$ cat src/rtl/spi_fifo_irq_pkg.sv
package spi_fifo_irq_pkg;
  localparam int REG_W = 32;

  // register word indices
  localparam logic [1:0] IDX_CTRL  = 2'd0;
  localparam logic [1:0] IDX_EN    = 2'd1;
  localparam logic [1:0] IDX_PEND  = 2'd2;
  localparam logic [1:0] IDX_LEVEL = 2'd3;

  // control bits
  localparam int CTRL_TX_CLR = 8;
  localparam int CTRL_RX_CLR = 9;

  // shared enable / pending bit positions
  localparam int SRC_RX_HI = 4;
  localparam int SRC_TX_LO = 12;
  localparam int SRC_DONE  = 16;

  // level word field offsets
  localparam int LVL_RX_LSB = 0;
  localparam int LVL_TX_LSB = 16;

  // internal source index order
  typedef enum logic [1:0] {
    S_RXHI = 2'd0,
    S_TXLO = 2'd1,
    S_DONE = 2'd2
  } src_e;
  localparam int NSRC = 3;
endpackage

$ cat src/rtl/fil_level_cnt.sv
module fil_level_cnt #(
  parameter int DEPTH = 64,
  localparam int CW = $clog2(DEPTH + 1)
) (
  input  logic          clk,
  input  logic          rst,
  input  logic          clr,
  input  logic          push,
  input  logic          pop,
  output logic [CW-1:0] level
);
  localparam logic [CW-1:0] FULL_LVL = CW'(DEPTH);

  logic          is_full, is_empty, inc, dec;
  logic [CW-1:0] cnt_q;

  assign is_full  = (cnt_q == FULL_LVL);
  assign is_empty = (cnt_q == '0);
  assign inc      = push && !is_full;
  assign dec      = pop && !is_empty;

  always_ff @(posedge clk) begin
    if (rst || clr) begin
      cnt_q <= '0;
    end else if (inc && !dec) begin
      cnt_q <= cnt_q + 1'b1;
    end else if (dec && !inc) begin
      cnt_q <= cnt_q - 1'b1;
    end
  end

  assign level = cnt_q;


  level_bound_chk: assert property (@(posedge clk) disable iff (rst)
    cnt_q <= FULL_LVL);


  clr_zero_chk: assert property (@(posedge clk) disable iff (rst)
    clr |=> (level == '0));


  push_step_chk: assert property (@(posedge clk) disable iff (rst)
    (push && !pop && !clr && cnt_q < FULL_LVL) |=> (level == $past(level) + 1'b1));


  balanced_chk: assert property (@(posedge clk) disable iff (rst)
    (push && pop && !clr && cnt_q != '0 && cnt_q != FULL_LVL) |=> $stable(level));
endmodule

$ cat src/rtl/fil_irq_status.sv
module fil_irq_status
  import spi_fifo_irq_pkg::*;
#(
  parameter int DEPTH = 64,
  localparam int CW = $clog2(DEPTH + 1),
  localparam int RX_HI_LVL = (DEPTH * 3) / 4,
  localparam int TX_LO_LVL = DEPTH / 4
) (
  input  logic            clk,
  input  logic            rst,
  input  logic [CW-1:0]   rx_level,
  input  logic [CW-1:0]   tx_level,
  input  logic            done,
  input  logic [NSRC-1:0] w1c,
  input  logic [NSRC-1:0] en,
  output logic [NSRC-1:0] pend,
  output logic            irq
);
  logic [NSRC-1:0] cond, pend_q, pend_d;
  logic            irq_q;

  assign cond[S_RXHI] = (rx_level >= CW'(RX_HI_LVL));
  assign cond[S_TXLO] = (tx_level <= CW'(TX_LO_LVL));
  assign cond[S_DONE] = done;

  // level sources: clear wins for one cycle; event source: new pulse wins
  for (genvar g = 0; g < NSRC; g++) begin : g_src
    if (g == S_DONE) begin : g_evt
      assign pend_d[g] = cond[g] | (pend_q[g] & ~w1c[g]);
    end else begin : g_lvl
      assign pend_d[g] = w1c[g] ? 1'b0 : (pend_q[g] | cond[g]);
    end
  end

  always_ff @(posedge clk) begin
    if (rst) begin
      pend_q <= '0;
      irq_q  <= 1'b0;
    end else begin
      pend_q <= pend_d;
      irq_q  <= |(pend_q & en);
    end
  end

  assign pend = pend_q;
  assign irq  = irq_q;


  rx_hi_set_chk: assert property (@(posedge clk) disable iff (rst)
    (rx_level >= CW'(RX_HI_LVL) && !w1c[S_RXHI]) |=> pend[S_RXHI]);


  tx_lo_set_chk: assert property (@(posedge clk) disable iff (rst)
    (tx_level <= CW'(TX_LO_LVL) && !w1c[S_TXLO]) |=> pend[S_TXLO]);


  done_set_chk: assert property (@(posedge clk) disable iff (rst)
    done |=> pend[S_DONE]);


  lvl_clear_chk: assert property (@(posedge clk) disable iff (rst)
    w1c[S_TXLO] |=> !pend[S_TXLO]);


  sticky_chk: assert property (@(posedge clk) disable iff (rst)
    (pend[S_RXHI] && !w1c[S_RXHI]) |=> pend[S_RXHI]);


  irq_raise_chk: assert property (@(posedge clk) disable iff (rst)
    (|(pend & en)) |=> irq);


  irq_drop_chk: assert property (@(posedge clk) disable iff (rst)
    !(|(pend & en)) |=> !irq);
endmodule

$ cat src/rtl/spi_fifo_irq.sv
module spi_fifo_irq
  import spi_fifo_irq_pkg::*;
#(
  parameter int DEPTH = 64,
  localparam int CW = $clog2(DEPTH + 1)
) (
  input  logic             clk,
  input  logic             rst,
  input  logic             tx_push,
  input  logic             tx_pop,
  input  logic             rx_push,
  input  logic             rx_pop,
  input  logic             xfer_done,
  input  logic             cfg_we,
  input  logic [1:0]       cfg_addr,
  input  logic [REG_W-1:0] cfg_wdata,
  output logic [REG_W-1:0] cfg_rdata,
  output logic             irq
);
  logic            wr_ctrl, wr_en, wr_pend;
  logic            tx_clr, rx_clr;
  logic [CW-1:0]   tx_lvl, rx_lvl;
  logic [NSRC-1:0] en_q, pend, w1c;
  logic [REG_W-1:0] en_word, pend_word, lvl_word, rd_mux, rdata_q;

  assign wr_ctrl = cfg_we && (cfg_addr == IDX_CTRL);
  assign wr_en   = cfg_we && (cfg_addr == IDX_EN);
  assign wr_pend = cfg_we && (cfg_addr == IDX_PEND);

  // queue clear bits act only in the write cycle and are never stored
  assign tx_clr = wr_ctrl && cfg_wdata[CTRL_TX_CLR];
  assign rx_clr = wr_ctrl && cfg_wdata[CTRL_RX_CLR];

  assign w1c[S_RXHI] = wr_pend && cfg_wdata[SRC_RX_HI];
  assign w1c[S_TXLO] = wr_pend && cfg_wdata[SRC_TX_LO];
  assign w1c[S_DONE] = wr_pend && cfg_wdata[SRC_DONE];

  fil_level_cnt #(.DEPTH(DEPTH)) u_tx_lvl (
    .clk(clk), .rst(rst), .clr(tx_clr),
    .push(tx_push), .pop(tx_pop), .level(tx_lvl)
  );

  fil_level_cnt #(.DEPTH(DEPTH)) u_rx_lvl (
    .clk(clk), .rst(rst), .clr(rx_clr),
    .push(rx_push), .pop(rx_pop), .level(rx_lvl)
  );

  always_ff @(posedge clk) begin
    if (rst) begin
      en_q <= '0;
    end else if (wr_en) begin
      en_q[S_RXHI] <= cfg_wdata[SRC_RX_HI];
      en_q[S_TXLO] <= cfg_wdata[SRC_TX_LO];
      en_q[S_DONE] <= cfg_wdata[SRC_DONE];
    end
  end

  fil_irq_status #(.DEPTH(DEPTH)) u_status (
    .clk(clk), .rst(rst),
    .rx_level(rx_lvl), .tx_level(tx_lvl),
    .done(xfer_done), .w1c(w1c), .en(en_q),
    .pend(pend), .irq(irq)
  );

  always_comb begin
    en_word   = '0;
    pend_word = '0;
    lvl_word  = '0;
    en_word[SRC_RX_HI]   = en_q[S_RXHI];
    en_word[SRC_TX_LO]   = en_q[S_TXLO];
    en_word[SRC_DONE]    = en_q[S_DONE];
    pend_word[SRC_RX_HI] = pend[S_RXHI];
    pend_word[SRC_TX_LO] = pend[S_TXLO];
    pend_word[SRC_DONE]  = pend[S_DONE];
    lvl_word[LVL_RX_LSB +: CW] = rx_lvl;
    lvl_word[LVL_TX_LSB +: CW] = tx_lvl;
    case (cfg_addr)
      IDX_EN:    rd_mux = en_word;
      IDX_PEND:  rd_mux = pend_word;
      IDX_LEVEL: rd_mux = lvl_word;
      default:   rd_mux = '0;
    endcase
  end

  always_ff @(posedge clk) begin
    if (rst) rdata_q <= '0;
    else     rdata_q <= rd_mux;
  end

  assign cfg_rdata = rdata_q;


  reset_quiet_chk: assert property (@(posedge clk)
    $past(rst) |-> (cfg_rdata == '0 && !irq));


  ctrl_reads_zero_chk: assert property (@(posedge clk) disable iff (rst)
    (cfg_addr == IDX_CTRL) |=> (cfg_rdata == '0));
endmodule

$ cat config.mk
export PLATFORM = sky130hd
export DESIGN_NAME = spi_fifo_irq
export DESIGN_NICKNAME = d
export VERILOG_FILES = /design/src/rtl/spi_fifo_irq_pkg.sv /design/src/rtl/fil_level_cnt.sv /design/src/rtl/fil_irq_status.sv /design/src/rtl/spi_fifo_irq.sv
export SDC_FILE = /design/constraint.sdc
export NUM_CORES = 1
export LEC_CHECK = 0
export BUFFER_PORTS_ARGS = -buffer_cell sky130_fd_sc_hd__buf_4
export CORE_MARGIN = 5
export CORE_UTILIZATION = 45
export CTS_BUF_LIST = sky130_fd_sc_hd__clkbuf_16
export CTS_CLUSTER_SIZE = 24
export DETAILED_ROUTE_END_ITERATION = 10
export PLACE_DENSITY = 0.74
export SYNTH_ARGS = -nofsm -noshare
export SYNTH_HDL_FRONTEND = slang
export SYNTH_SLANG_ARGS = --single-unit
$ cat constraint.sdc
create_clock -name clk -period 4.35 [get_ports clk]
set_input_delay 0.6525 -clock clk [delete_from_list [all_inputs] [get_ports clk]]
set_output_delay 0.6525 -clock clk [all_outputs]
set_load 0.1 [all_outputs]
* After elaboration in Yosys (flattened, before gate mapping) *
Cells that the tools add are included.

word-level totals
  input bits = 42
  bits in registers = 53
  output and inout port bits = 33
  logic and storage cells = 64

operators by class
  equality and inequality tests = 5
  muxes and demuxes = 5
  bitwise gates (word level) = 6
  add/sub/neg operators = 4
  $lt $le $gt $ge = 2
  reductions and logical operators = 34

operators by type and width
  kind                 count
  $pmux 23 s3          1
  $mux 7               4
  $logic_and 1x1->1    16
  $add 7x1->7 const B  2
  $eq 7x7->1 const B   2
  $logic_not 7->1      2
  $sub 7x1->7 const B  2
  $logic_not 1->1      8
  $ge 7x6->1 const B   1
  $le 7x5->1 const B   1
  $eq 2x2->1 const B   2
  $reduce_bool 2->1    2
  $reduce_or 2->1      2
  $and 3x3->3          1
  $or 1x1->1           3
  $reduce_or 3->1      1
  $eq 2x1->1 const B   1
  $logic_not 2->1      1
  $logic_or 1x1->1     2
  $and 1x1->1          1
  $not 1->1            1

* Depth between registers and ports, before layout *
  depth after elaboration = 7
  depth in mapped cells = 10
  gate-level depth less buffers = 10

* Cells and area by module *
A second synthesis with hierarchy kept.

unflattened totals
  cell total of the unflattened synthesis = 223
  area total of the unflattened synthesis = 2044.5 µm²

by module, submodules not included
  module                    cells each  sequential area each (µm²)  times used  area an instance (µm²)
  spi_fifo_irq              77          360.3                       1           800.8
  fil_level_cnt (u_tx_lvl)  65          140.1                       1           544.3
  fil_level_cnt (u_rx_lvl)  65          140.1                       1           540.5
  fil_irq_status            16          80.1                        1           158.9

* Least setup slack after synthesis *
No wires, ideal clock.

  kind = reg2reg
  from = register u_tx_lvl.cnt_q[0], in the netlist u_tx_lvl.level[0]
  to = register u_tx_lvl.cnt_q[6], in the netlist u_tx_lvl.level[6]
  library setup time = 70 ps
  slack = 1511 ps
  buffers on the path = 0
  data arrival time = 2769 ps
  cell stages (with the launch flop) = 10
  data required time = 4280 ps
  clock period less this slack = 2839 ps
  cells stage by stage = dfxtp_1 or4_4 o41ai_1 ha_1 inv_1 fa_1 a211oi_1 o21ai_0 a31o_2 a21oi_1

between the ends
  cells in the longest elaborated chain, start to end = 6
  elaborated cells between the ends (all ways) = 15
  those cells by class = add/sub (2); eq/ne (1); mux (2); reduce/logical (10)

ends and longest elaborated chain
  what                                                                 RTL line             RTL
  from (decl)                                                          fil_level_cnt.sv:15  logic [CW-1:0] cnt_q;
  from (signal assigned)                                               fil_level_cnt.sv:26  cnt_q <= cnt_q + 1'b1;
  from (signal assigned)                                               fil_level_cnt.sv:28  cnt_q <= cnt_q - 1'b1;
  parallel branches: the longest is 6 deep, another holds $sub 7x1->7  -

Parallel ways; which one is timed is not known. The select of a mux whose other input is x is not followed.
A chain may end at the register's enable or synchronous reset.

* Final worst setup path *
Same ends and word-level chain as after synthesis.

==> results.sh <==
export IMPL_netlist_instances=219
export IMPL_yosysUniqueCellTypes=49
export IMPL_dieArea_mm2=0.00583
export IMPL_worstSetupEndpointType="flip-flop"
export IMPL_skew_ns=0.00481
export IMPL_post_drt_via_cell_ratio=5.40
export IMPL_post_synth_top_count_cell="dfxtp_1"
export IMPL_synth_area_mm2=0.00198
export IMPL_final_setup_tns_ns=0
export IMPL_first_global_vias=1505
export IMPL_synthTopCellsByArea="dfxtp_1, ha_1, buf_4, nor2_1, and2_1"
export IMPL_finalNetCount=309
export IMPL_r2r_setup_slack_ns=1.15
export IMPL_grt_max_degree=20
export IMPL_antenna_found_initial=0
export IMPL_via_count=1641
export IMPL_cts_repair_resized=0
export IMPL_startpoint_type="flip-flop"
export IMPL_fp_dieW_um=76.3
export IMPL_grt_overflow_total=0
export IMPL_grt_setup_unrepaired="no"
export IMPL_rr_worst_depth=9
export IMPL_first_pass_iters=4
export IMPL_wirelength_mm=4.29
export IMPL_hold_path_class="reg2reg"
export IMPL_insertion_delay_ns=0.28
export IMPL_status="finished, final reports clean"
export IMPL_drc=0
export IMPL_yosysTopAreaCell="dfxtp_1"
export IMPL_min_to="cfg_rdata[18]"
export IMPL_critical_path_arrival_ns=3.42
export IMPL_io_buffer_count=30
export IMPL_clock_root_buffer="clkbuf_16"
export IMPL_cts_buffer_depth=2
export IMPL_path_clk_slew_ns=0.06
export IMPL_setup_violations=0
export IMPL_detail_route_antenna_nets=0
export IMPL_synthArstFlopShare=0
export IMPL_cellLeakagePower_nw=1.05
export IMPL_worstMarginPinSlew_ns=0.509
export IMPL_ys_ff_latch=36
export IMPL_fillCellCount=412
export IMPL_grt_pass1_wl_mm=7.03
export IMPL_antennaDiodeCount=0
export IMPL_synthTopCellsByCount="dfxtp_1, nor2_1, buf_4"
export IMPL_synthFlopType="dfxtp_1"
export IMPL_total_power_mw=1.63
export IMPL_syn2layout_area_growth_pct=18.6
export IMPL_max_freq_mhz=312
export IMPL_htree_levels=2
export IMPL_period_share=0.736
export IMPL_die_h_um=76.3
export IMPL_ys_seq_area_frac=0.364
export IMPL_drv_slew=0
export IMPL_crit_reg2reg_launch="u_tx_lvl.level[0]"
export IMPL_synth_edf_count=0
export IMPL_worstHoldStart="u_tx_lvl.level[2]"
export IMPL_timing_slew_headroom=0.660
export IMPL_worstPathRequired_ns=4.56
export IMPL_yosysTopAreaCellShare=0.364
export IMPL_whs_path_depth=1
export IMPL_cts_inserted_buffers=5
export IMPL_power_density_mw_per_mm2=695
export IMPL_placementRows=24
export IMPL_final_area_mm2=0.00235
export IMPL_track_usage=0.146
export IMPL_ir_worst_vdd_mv=0.299
export IMPL_gp_congestion=0.885
export IMPL_place_area_mm2=0.00219
export IMPL_cts_hold_buf=0
export IMPL_hold_violations=0
export IMPL_drive_above_1_share=0.179
export IMPL_drt_initial_drc_count=137
export IMPL_fin_crit_ns=3.20
export IMPL_design_core_area_mm2=0.00432
export IMPL_initial_core_util=0.458
export IMPL_dp_hpwl_mm=3.17
export IMPL_critPathMaxFanout=7
export IMPL_avgRoutedWirePerCell_um=14.1
export IMPL_path_class="reg2reg"
export IMPL_cts_num_sinks=36
export IMPL_maxCapViolations=0
export IMPL_synth_area_per_cell_um2=9.04
export IMPL_ys_warn_count=0
export IMPL_cts_tree="built"
export IMPL_cts_setup_buffers=0
export IMPL_ios=75
export IMPL_r2r_end="u_tx_lvl.level[6]"
[sequential cells by signal, summed over array words and instances, names as in the netlist]
register / count
cfg_rdata: 15
en_q: 3
u_status.irq: 1
u_tx_lvl.level: 7
u_status.pend: 3
u_rx_lvl.level: 7
[where the power goes]
part | total (mW) | switching [mW] | internal (mW)
combinational | 0.770 | 0.472 | 0.299
sequential | 0.464 | 0.0708 | 0.394
clock | 0.398 | 0.131 | 0.267
total | 1.63 | 0.673 | 0.959
[worst max-delay path, cell delays in order, from the launching register on]
cell and delay [ns]:
dfxtp_1 0.37, or4_4 0.58, o41a_2 0.38, ha_1 0.27
inv_1 0.25, ha_1 0.35, a211oi_1 0.39, o21ai_0 0.20
a31o_2 0.22, a21oi_1 0.13
[cell usage in the layout, fill, tap and decap left out, types with 2 or more instances in the layout]
cell / count
nor4_1: 4
mux2i_1: 4
clkbuf_16: 5
a22oi_1: 2
fa_1: 2
nor3_1: 4
inv_1: 10
a211o_1: 2
and4b_1: 2
nor2_1: 22
conb_1: 17
nand3b_1: 3
xor2_1: 3
nand3_1: 7
a21o_1: 3
o211ai_1: 2
a211oi_1: 3
nor2b_1: 2
a311oi_1: 3
o21ai_0: 7
a21oi_1: 12
o31ai_1: 3
buf_4: 30
o311ai_0: 2
o21a_1: 3
mux2_2: 3
nand2_1: 12
dfxtp_1: 36
ha_1: 14
xnor2_1: 2
and2_1: 10
[stage by stage]
stage,setup WS (ns),std cells,util,hold slack [ns]
after detailed placement,1.19,296,0.505,0.507
after CTS,1.17,304,0.543,0.530
final,1.15,304,0.543,0.525
after floorplan,1.51,235,-,0.467
after global routing,1.00,304,0.543,0.544
after global placement,1.25,296,0.505,0.497
[area by class of cell]
type | instances | area, µm² | area share
Clock inverter | 3 | 38.8 | 0.0165
Tap cell | 52 | 65.1 | 0.0277
Clock buffer | 5 | 125 | 0.0532
Multi-Input combinational cell | 169 | 1140 | 0.486
Sequential cell | 36 | 721 | 0.307
Inverter | 9 | 33.8 | 0.0144
Timing Repair Buffer | 30 | 225 | 0.0958
[how the worst max path moves through the flow]
stage	start	endpoint	slack [ns]
finish	u_tx_lvl.level[0]	u_tx_lvl.level[6]	1.15
global placement	u_tx_lvl.level[0]	u_tx_lvl.level[6]	1.25
detailed placement	u_tx_lvl.level[0]	u_tx_lvl.level[6]	1.19
floorplan	u_tx_lvl.level[0]	u_tx_lvl.level[6]	1.51
CTS	u_tx_lvl.level[0]	u_tx_lvl.level[6]	1.17
global route	u_tx_lvl.level[0]	u_tx_lvl.level[6]	1.00
[cell families after synthesis]
kind of cell	after synthesis	share of synthesized area
AOI/OAI and AO/OA	51	0.184
xor gates and xnor gates	5	0.0221
adders and majority gates	16	0.109
buffers and inverters	30	0.0903
DFF	36	0.364
muxes	7	0.0373
other	1	0.00189
and+or+nand+nor	73	0.191
[layer usage]
metal  part of all wire  GRT usage
met4              0.017     0.0577
met1               0.44      0.174
met3              0.052     0.0426
met5                  0          0
met2               0.49      0.246
No activity file was read; power rests on OpenSTA's default activity.
